===== src/rtl/qbank_pkg.sv =====
package qbank_pkg;
  localparam int unsigned NUM_QUAD = 4;
  localparam int unsigned MAX_WAIT = 4;

  // field order is the register bit layout, msb first
  typedef struct packed {
    logic [1:0] wait_code;
    logic       inv_a19;
    logic       inv_a18;
    logic       wr_prot;
    logic       pair_sel;
    logic [1:0] cs_sel;
  } bank_cfg_t;

  function automatic logic [2:0] wait_clocks(logic [1:0] code);
    case (code)
      2'b00:   return 3'd4;
      2'b01:   return 3'd2;
      2'b10:   return 3'd1;
      default: return 3'd0;
    endcase
  endfunction

  function automatic logic [1:0] cs_index(logic [1:0] sel);
    return sel[1] ? 2'd2 : {1'b0, sel[0]};
  endfunction
endpackage


===== src/rtl/qbank_regfile.sv =====
module qbank_regfile
  import qbank_pkg::*;
#(
  parameter int unsigned IO_AW    = 8,
  parameter logic [7:0]  REG_BASE = 8'h14
) (
  input  logic                      clk_i,
  input  logic                      rst_ni,
  input  logic                      wr_i,
  input  logic [IO_AW-1:0]          addr_i,
  input  logic [7:0]                wdata_i,
  output bank_cfg_t [NUM_QUAD-1:0]  cfg_o
);
  for (genvar q = 0; q < NUM_QUAD; q++) begin : g_reg
    localparam logic [IO_AW-1:0] MY_ADDR = IO_AW'(REG_BASE) + IO_AW'(q);
    bank_cfg_t cfg_q;
    always_ff @(posedge clk_i or negedge rst_ni) begin
      if (!rst_ni)                       cfg_q <= '0;
      else if (wr_i && addr_i == MY_ADDR) cfg_q <= bank_cfg_t'(wdata_i);
    end
    assign cfg_o[q] = cfg_q;
  end
endmodule


===== src/rtl/qbank_cycle_ctrl.sv =====
module qbank_cycle_ctrl
  import qbank_pkg::*;
#(
  parameter int unsigned ADDR_W     = 20,
  parameter int unsigned READ_BASE  = 2,
  parameter int unsigned WRITE_BASE = 3
) (
  input  logic                      clk_i,
  input  logic                      rst_ni,
  input  logic                      req_i,
  input  logic                      we_i,
  input  logic [ADDR_W-1:0]         addr_i,
  input  bank_cfg_t [NUM_QUAD-1:0]  cfg_i,
  output logic                      busy_o,
  output logic                      done_o,
  output logic                      is_write_o,
  output logic                      we_window_o,
  output bank_cfg_t                 cur_cfg_o,
  output logic [ADDR_W-1:0]         cur_addr_o
);
  localparam int unsigned LEN_W = $clog2(WRITE_BASE + MAX_WAIT + 1);

  logic              busy_q, wr_q;
  logic [LEN_W-1:0]  idx_q, last_q, len_n;
  bank_cfg_t         cfg_q, sel_cfg;
  logic [ADDR_W-1:0] addr_q;
  logic              accept;

  assign accept  = req_i && !busy_q;
  // quadrant chosen from the un-inverted request address
  assign sel_cfg = cfg_i[addr_i[ADDR_W-1 -: 2]];
  assign len_n   = (we_i ? LEN_W'(WRITE_BASE) : LEN_W'(READ_BASE))
                 + LEN_W'(wait_clocks(sel_cfg.wait_code));

  always_ff @(posedge clk_i or negedge rst_ni) begin
    if (!rst_ni) begin
      busy_q <= 1'b0;
      wr_q   <= 1'b0;
      idx_q  <= '0;
      last_q <= '0;
      cfg_q  <= '0;
      addr_q <= '0;
    end else if (accept) begin
      busy_q <= 1'b1;
      wr_q   <= we_i;
      idx_q  <= '0;
      last_q <= len_n - LEN_W'(1);
      cfg_q  <= sel_cfg;
      addr_q <= addr_i;
    end else if (busy_q) begin
      if (idx_q == last_q) busy_q <= 1'b0;
      else                 idx_q  <= idx_q + LEN_W'(1);
    end
  end

  assign busy_o      = busy_q;
  assign done_o      = busy_q && (idx_q == last_q);
  assign is_write_o  = wr_q;
  assign we_window_o = busy_q && wr_q && (idx_q != '0) && (idx_q != last_q);
  assign cur_cfg_o   = cfg_q;
  assign cur_addr_o  = {addr_q[ADDR_W-1] ^ cfg_q.inv_a19,
                        addr_q[ADDR_W-2] ^ cfg_q.inv_a18,
                        addr_q[ADDR_W-3:0]};
endmodule


===== src/rtl/qbank_strobe_route.sv =====
module qbank_strobe_route
  import qbank_pkg::*;
#(
  parameter int unsigned NUM_CS   = 3,
  parameter int unsigned NUM_PAIR = 2
) (
  input  logic                busy_i,
  input  logic                is_write_i,
  input  logic                we_window_i,
  input  bank_cfg_t           cfg_i,
  output logic [NUM_CS-1:0]   cs_no,
  output logic [NUM_PAIR-1:0] oe_no,
  output logic [NUM_PAIR-1:0] we_no
);
  logic [1:0] cs_idx;
  assign cs_idx = cs_index(cfg_i.cs_sel);

  for (genvar g = 0; g < NUM_CS; g++) begin : g_cs
    assign cs_no[g] = !(busy_i && cs_idx == 2'(g));
  end

  for (genvar p = 0; p < NUM_PAIR; p++) begin : g_pair
    logic hit;
    assign hit      = (cfg_i.pair_sel == 1'(p));
    assign oe_no[p] = !(busy_i && !is_write_i && hit);
    assign we_no[p] = !(we_window_i && !cfg_i.wr_prot && hit);
  end
endmodule


===== src/rtl/qbank_mem_ctrl.sv =====
module qbank_mem_ctrl
  import qbank_pkg::*;
#(
  parameter int unsigned ADDR_W   = 20,
  parameter int unsigned IO_AW    = 8,
  parameter logic [7:0]  REG_BASE = 8'h14,
  parameter int unsigned NUM_CS   = 3,
  parameter int unsigned NUM_PAIR = 2
) (
  input  logic                clk_i,
  input  logic                rst_ni,
  input  logic                reg_wr_i,
  input  logic [IO_AW-1:0]    reg_addr_i,
  input  logic [7:0]          reg_wdata_i,
  input  logic                req_i,
  input  logic                req_we_i,
  input  logic [ADDR_W-1:0]   req_addr_i,
  output logic                ready_o,
  output logic                done_o,
  output logic [ADDR_W-1:0]   mem_addr_o,
  output logic [NUM_CS-1:0]   cs_no,
  output logic [NUM_PAIR-1:0] oe_no,
  output logic [NUM_PAIR-1:0] we_no
);
  bank_cfg_t [NUM_QUAD-1:0] cfg;
  bank_cfg_t                cur_cfg;
  logic                     busy, is_write, we_window;

  qbank_regfile #(.IO_AW(IO_AW), .REG_BASE(REG_BASE)) i_regs (
    .clk_i, .rst_ni,
    .wr_i   (reg_wr_i),
    .addr_i (reg_addr_i),
    .wdata_i(reg_wdata_i),
    .cfg_o  (cfg)
  );

  qbank_cycle_ctrl #(.ADDR_W(ADDR_W)) i_cycle (
    .clk_i, .rst_ni,
    .req_i,
    .we_i       (req_we_i),
    .addr_i     (req_addr_i),
    .cfg_i      (cfg),
    .busy_o     (busy),
    .done_o     (done_o),
    .is_write_o (is_write),
    .we_window_o(we_window),
    .cur_cfg_o  (cur_cfg),
    .cur_addr_o (mem_addr_o)
  );

  qbank_strobe_route #(.NUM_CS(NUM_CS), .NUM_PAIR(NUM_PAIR)) i_route (
    .busy_i     (busy),
    .is_write_i (is_write),
    .we_window_i(we_window),
    .cfg_i      (cur_cfg),
    .cs_no, .oe_no, .we_no
  );

  assign ready_o = !busy;
endmodule


===== config.mk =====
export PLATFORM = sky130hd
export DESIGN_NAME = qbank_mem_ctrl
export DESIGN_NICKNAME = d
export VERILOG_FILES = /design/src/rtl/qbank_pkg.sv /design/src/rtl/qbank_regfile.sv /design/src/rtl/qbank_cycle_ctrl.sv /design/src/rtl/qbank_strobe_route.sv /design/src/rtl/qbank_mem_ctrl.sv
export SDC_FILE = /design/constraint.sdc
export NUM_CORES = 1
export LEC_CHECK = 0
export BUFFER_PORTS_ARGS = -buffer_cell sky130_fd_sc_hd__buf_2
export CAP_MARGIN = 20
export CORE_MARGIN = 3
export CORE_UTILIZATION = 58
export DETAILED_ROUTE_END_ITERATION = 6
export PLACE_DENSITY = 0.85
export SLEW_MARGIN = 20
export SYNTH_ARGS = -nofsm -noshare
export SYNTH_HDL_FRONTEND = slang
export SYNTH_SLANG_ARGS = --single-unit

===== constraint.sdc =====
create_clock -name clk_i -period 2.75 [get_ports clk_i]
set_input_delay 0.275 -clock clk_i [delete_from_list [all_inputs] [get_ports clk_i]]
set_output_delay 0.275 -clock clk_i [all_outputs]
set_load 0.02 [all_outputs]

==> flow_metrics.env, run 1 <==
export IMPL_outcome="completed"
export IMPL_final_setup_worst_slack_ns=0.738
export IMPL_cp_end_kind="output pin"
export IMPL_fill_cells=393
export IMPL_fin_worst_skew_ns=0.00968
export IMPL_cts_tree="built"
export IMPL_clk_latency_ns=0.34
export IMPL_antenna_left=0
export IMPL_ys_warn_count=0
export IMPL_maxCapViolations=0
export IMPL_antenna_found_initial=0
export IMPL_synth_cells=272
export IMPL_design_area_sq_um=3660
export IMPL_grt_max_degree=24
export IMPL_synth_compound_area_frac=0.0268
export IMPL_path_max_fanout=4
export IMPL_synth_edf_count=0
export IMPL_synth_top_area_share=0.528
export IMPL_io_buffers=69
export IMPL_wl_per_cell_um=14.4
export IMPL_totalWireLength_um=5820
export IMPL_place_congestion=0.730
export IMPL_area_growth_pct=17.1
export IMPL_powerDensity_nw_per_um2=908
export IMPL_rows=26
export IMPL_die_w_um=79.4
export IMPL_muxShareOfSynthArea=0.180
export IMPL_whs_ns=0.127
export IMPL_hold_class="input pin to flip-flop"
export IMPL_n_antenna_cell=0
export IMPL_setup_tns_ns=0
export IMPL_regArea_sq_um=1650
export IMPL_num_vias=2158
export IMPL_power_w=0.00332
export IMPL_cts_sinks=66
export IMPL_syn_avg_cell_area_sq_um=11.5
export IMPL_post_cts_buffers=0
export IMPL_grt_remaining_overflow=0
export IMPL_vias_per_cell=5.33
export IMPL_worst_ep_required_time_ns=2.48
export IMPL_rsz0062_at_grt="false"
export IMPL_synth_xor_area_frac=0.0224
export IMPL_core_area_sq_um=5170
export IMPL_dieArea_sq_um=6310
export IMPL_vdd_drop_max_uv=469
export IMPL_cts_buffers_inserted=9
export IMPL_syn_nets=317
export IMPL_path_class="flip-flop to output pin"
export IMPL_grt_util_all_layers=0.207
export IMPL_ios=70
export IMPL_fin_crit_sh=0.732
export IMPL_grt_pass1_vias=2181
export IMPL_synth_area_sq_um=3130
export IMPL_place_ws_ns=0.515
export IMPL_drc=0
export IMPL_grt_first_pass_wirelength_um=9850
export IMPL_fmax_ghz=0.497
export IMPL_start_util=0.604
export IMPL_leakagePower_nw=2.00
export IMPL_min_period_ns=2.01
export IMPL_max_clock_path_buffers=2
export IMPL_ys_ff_latch=66
export IMPL_htree_levels=3
export IMPL_multiInputGateArea_sq_um=1270
export IMPL_yosysTopAreaCell="dfrtp_1"
export IMPL_ys_seq_area_frac=0.528
export IMPL_synthAdderAreaFrac=0.0160
export IMPL_setup_viol=0
export IMPL_cts_root_buf="clkbuf_8"
export IMPL_nets=375
export IMPL_async_flop_share=1.00
export IMPL_drv_slew=0
export IMPL_critPathLaunchType="flip-flop"
export IMPL_synth_top_family_by_area="multiplexers"
export IMPL_tightest_slew_ns=0.552
export IMPL_cp_arrival_ns=1.74
export IMPL_path_clk_slew_ns=0.07
export IMPL_hold_viol_final=0
export IMPL_dp_hpwl_um=4370
export IMPL_yosys_cell_types_count=33
export IMPL_place_area_sq_um=3410
export IMPL_slew_headroom=0.631
export IMPL_drive_above_1_share=0.379
export IMPL_synth_area_top_cells="dfrtp_1 53%, mux2_2 12%, nand2_1 10%, mux4_1 5.0%, buf_4 4.6%"
export IMPL_detail_route_iter0_violations=75
export IMPL_synth_ff_type="dfrtp_1"
export IMPL_drt_pass1_iterations=4
export IMPL_synth_simple_area_share=0.161
export IMPL_dieHeight_um=79.4
cells in the final DEF (no fill, tap or decap), types with 2 or more instances in the layout:
master and n:
mux4_1 6, buf_2 69, o21ai_0 4, nor2_1 2, o311ai_0 2, nand2_1 86
nor2b_1 2, bufinv_16 3, or3_1 3, nor3b_1 2, mux2_2 32, a31oi_1 2
inv_1 5, nand3b_1 3, ha_1 4, mux4_2 2, xor2_1 5, xnor2_1 3
clkbuf_8 9, dfrtp_1 66, buf_4 5, nand4b_2 2, clkbuf_1 2
worst max-delay path: stages, from the launching register on:
cell and delay (ns):
dfrtp_1 0.42, inv_1 0.09, ha_1 0.19, nor2b_1 0.12, nor3b_1 0.27, nand3b_1 0.12, buf_2 0.18
logic make-up (layout without fill, tap and decap cells):
group / after synthesis / count (layout)
AOI/OAI and AO/OA: 12 / 12
xor gates and xnor gates: 8 / 8
adders and majority gates: 4 / 4
buffers and inverters: 33 / 96
DFF: 66 / 66
muxes: 40 / 40
and+or+nand+nor: 109 / 109
synth_stat cells, drive strengths merged, types with 2 or more instances:
cell / count
nand2: 86
dfrtp: 66
mux2: 32
buf: 20
clkbuf: 8
mux4: 8
inv: 5
xor2: 5
ha: 4
o21ai: 4
nand3b: 3
nor2b: 3
or3: 3
xnor2: 3
a31oi: 2
nand4b: 2
nor2: 2
nor3b: 2
o311ai: 2
stage by stage:
step                      cells  utilization
after global placement      388        0.660
final                       405        0.707
after detailed placement    388        0.660
after CTS                   405        0.707
after global routing        405        0.707
after floorplan             272            -
layout make-up:
cell class	instances	share of cell area
multi-input combinational	173	0.348
clock buffer	11	0.0359
sequential	66	0.451
timing repair buffer	75	0.107
inverter	5	0.00513
clock inverter	5	0.0280
tap	70	0.0239
worst paths after layout:
| kind | startpoint | to | slack, ns | depth (start not counted) |
|---|---|---|---|---|
| setup reg to reg | i_regs.cfg_o[31] | i_cycle.last_q[2] | 0.77 | 7 |
| max in group asynchronous | rst_ni | i_regs.cfg_o[28] | 1.65 | 3 |
| setup / recovery | i_cycle.idx_q[0] | we_no[0] | 0.74 | 6 |
| hold / removal | req_addr_i[11] | i_cycle.addr_q[11] | 0.13 | 3 |
| hold reg to reg | i_cycle.addr_q[7] | i_cycle.addr_q[7] | 0.47 | 2 |
| min in group asynchronous | rst_ni | i_cycle.busy_o | 0.42 | 2 |
power breakdown:
part	total, W	internal, W	switching (W)	leakage (nW)
clock	0.000949	0.000601	0.000347	0.114
combinational	0.00102	0.000385	0.000634	1.02
sequential	0.00135	0.00120	0.000158	0.866
registers in the layout, indices dropped and copies added, names as in the netlist:
name,flops
i_cycle.last_q,3
i_cycle.addr_q,20
i_cycle.idx_q,3
i_regs.cfg_o,32
i_cycle.busy_o,1
i_cycle.cur_cfg_o,6
i_cycle.is_write_o,1
metal layers:
| layer | global-route usage | wire length [um] |
|---|---|---|
| met1 | 0.249 | 2420 |
| met2 | 0.340 | 2850 |
| met3 | 0.0497 | 396 |
| met4 | 0.119 | 159 |
| met5 | 0 | 0 |
timing repair:
action / 4_1_cts / 5_1_grt
gates resized for setup: 0 / 0
hold buffers: 1 / 0
endpoints found under the hold margin: 21 / 0
Power figures use the tool's default switching activity.
==> run 2: changes to the inputs <==
- ABC_AREA: default -> 1
- CORE_UTILIZATION: 58 -> 49
- PLACE_DENSITY: 0.85 -> 0.76
- clock period: 2.75 -> 1.8 ns (I/O delays scaled with it)
==> run 2 against run 1 <==
Combinational power up 88%. Sequential power up 57%. Worst setup slack worse by 0.60 ns. Cell area down 1.2%. Critical endpoint is now done_o. Largest cell class unchanged. Core utilization down 11 points. Cell count up 23%. Non-clock buffer count unchanged. Global-route usage down 1.9 points. Sequential share of layout area up 0.53 points.
==> flow_metrics.env, run 2 <==
export IMPL_setup_tns_ns=0
export IMPL_fill_cells=543
export IMPL_io_buffers=69
export IMPL_path_clk_slew_ns=0.07
export IMPL_antenna_left=0
export IMPL_cts_buffers_inserted=9
export IMPL_grt_first_pass_wirelength_um=11100
export IMPL_synth_ff_type="dfrtp_1"
export IMPL_rows=28
export IMPL_r2r_end="i_cycle.last_q[2]"
export IMPL_max_clock_path_buffers=2
export IMPL_hold_depth=3
export IMPL_design_area_sq_um=3620
export IMPL_ys_ff_latch=66
export IMPL_clockPowerShare=0.229
export IMPL_drive_above_1_share=0.254
export IMPL_hold_viol_final=0
export IMPL_wl_per_cell_um=12.6
export IMPL_syn_avg_cell_area_sq_um=8.54
export IMPL_ios=70
export IMPL_yosysTopAreaCell="dfrtp_1"
export IMPL_powerDensity_nw_per_um2=1450
export IMPL_yosys_cell_count_top_type="nand2_1"
export IMPL_power_w=0.00524
export IMPL_leakagePower_nw=1.90
export IMPL_vdd_drop_max_uv=824
export IMPL_core_area_sq_um=6060
export IMPL_path_max_fanout=7
export IMPL_synth_top_area_share=0.527
export IMPL_die_w_um=86.0
export IMPL_hp_start="req_addr_i[0]"
export IMPL_nets=466
export IMPL_dp_cells=483
export IMPL_yosys_cell_types_count=27
export IMPL_place_ws_ns=0.167
export IMPL_synth_cells=367
export IMPL_n_antenna_cell=0
export IMPL_final_setup_worst_slack_ns=0.140
export IMPL_swShare=0.382
export IMPL_setup_viol=0
export IMPL_vias_per_cell=4.87
export IMPL_synth_area_top_cells="dfrtp_1 53%, nand2_1 15%, o21ai_1 6.4%, buf_4 4.8%, inv_1 2.9%"
export IMPL_r2r_cells=10
export IMPL_power_frac_seq=0.405
export IMPL_maxCapViolations=0
export IMPL_layout_cells_non_filler=500
export IMPL_path_class="flip-flop to output pin"
export IMPL_num_vias=2435
export IMPL_final_cell_mix="123 x nand2_1, 68 x buf_2, 66 x dfrtp_1"
export IMPL_fin_crit_sh=0.922
export IMPL_hold_class="input pin to flip-flop"
export IMPL_cts_sinks=66
export IMPL_totalWireLength_um=6280
export IMPL_cts_tree="built"
export IMPL_async_flop_share=1.00
export IMPL_min_to="i_cycle.addr_q[0]"
export IMPL_start_util=0.517
export IMPL_min_period_ns=1.66
export IMPL_outcome="completed"
export IMPL_clk_latency_ns=0.33
export IMPL_place_area_sq_um=3390
export IMPL_antenna_found_initial=0
export IMPL_grt_remaining_overflow=0
export IMPL_r2r_start="i_regs.cfg_o[22]"
export IMPL_synth_edf_count=0
export IMPL_layout_commonest_cell="nand2_1"
export IMPL_fin_worst_skew_ns=0.00417
export IMPL_place_congestion=0.817
export IMPL_dieArea_sq_um=7390
export IMPL_rsz0062_at_grt="false"
export IMPL_synth_area_sq_um=3130
export IMPL_grt_max_degree=50
export IMPL_dieHeight_um=86.0
export IMPL_reg2reg_slack_ns=0.36
export IMPL_worst_ep_required_time_ns=1.62
export IMPL_detail_route_iter0_violations=83
export IMPL_syn_nets=412
export IMPL_cellInternalPower_w=0.00323
export IMPL_ys_top_cells_by_count="123 x nand2_1, 66 x dfrtp_1, 40 x o21ai_1"
export IMPL_drv_slew=0
export IMPL_drt_pass1_iterations=4
export IMPL_critPathLaunch="i_cycle.idx_q[1]"
export IMPL_slew_headroom=0.659
export IMPL_critPathLaunchType="flip-flop"
export IMPL_dp_hpwl_um=4480
export IMPL_power_frac_comb=0.366
export IMPL_ys_warn_count=0
export IMPL_drc=0
export IMPL_p_switching_w=0.00200
export IMPL_ys_seq_area_frac=0.527
export IMPL_cts_root_buf="clkbuf_8"
export IMPL_fmax_ghz=0.602
export IMPL_grt_util_all_layers=0.188
export IMPL_largest_reg_flops=32
export IMPL_grt_pass1_vias=2445
export IMPL_cp_arrival_ns=1.48
export IMPL_area_growth_pct=15.4
export IMPL_htree_levels=3
export IMPL_cp_end_kind="output pin"
export IMPL_tightest_slew_ns=0.510
==> run 2: cell count changes in the layout (fill, tap and decap cells not counted), moves of 7 or more <==
cell and change:
inv_1 +18, inv_2 +7, mux2_2 -32, nand2_1 +37
nand3_1 +15, nor2_1 +16, o21ai_1 +40
==> run 2: critical path, stage by stage, from the launching register on <==
cell and delay (ns):
dfrtp_1 0.42, xnor2_1 0.24, nand3_2 0.19, nor2_1 0.12, buf_2 0.17
==> run 2: power by group through the flow <==
stage               logic, W  registers [W]  clock network, W
floorplan            0.00154        0.00209                 0
CTS                  0.00188        0.00212           0.00122
global placement     0.00179        0.00213                 0
finish               0.00192        0.00212           0.00120
global route         0.00216        0.00218           0.00129
detailed placement   0.00185        0.00214                 0
==> run 2: logic make-up after synthesis <==
family	Yosys count	synth area share
adders and majority gates	4	0.0160
DFF	66	0.527
AOI/OAI and AO/OA	57	0.0998
xor gates and xnor gates	6	0.0168
and+or+nand+nor	172	0.232
buffers and inverters	62	0.109
==> run 2: area by class of cell <==
type / instances / area [sq um] / area share
sequential: 66 / 1650 / 0.457
multi-input combinational: 239 / 1160 / 0.321
timing repair buffer: 75 / 412 / 0.114
clock buffer: 12 / 145 / 0.0401
inverter: 30 / 113 / 0.0311
tap: 75 / 93.8 / 0.0260
clock inverter: 3 / 40.0 / 0.0111
==> run 2: how the worst max path moves through the flow <==
stage                                   end  cells past startpoint  slack, ns
after detailed placement  i_cycle.last_q[2]                     12       0.17
after floorplan           i_cycle.last_q[2]                     13       0.38
after global routing               we_no[0]                      5       0.03
after global placement    i_cycle.last_q[2]                     12       0.26
final                                done_o                      4       0.14
after CTS                          we_no[0]                      5       0.04
==> run 2: layer usage <==
metal	global-route usage	wire length [um]	vias to the layer above
li1	-	-	1259
met3	0.0509	284	8
met4	0.0604	61	0
met5	0	0	-
met2	0.297	3030	48
met1	0.253	2910	1120
==> run 2: timing repair <==
item                                    in CTS  in global routing
hold buffers                                 1                  0
setup buffers                                0                  1
pin swaps                                    0                  2
endpoints found under the hold margin       17                  0
gates resized for setup                      1                  6
endpoints found under the setup margin       2                  3
==> run 2: per-stage QoR <==
step,hold WS [ns],util
after floorplan,-0.116,-
after global placement,0.155,0.559
after detailed placement,0.155,0.559
after CTS,0.0306,0.592
after global routing,0.0319,0.597
final,0.0383,0.597
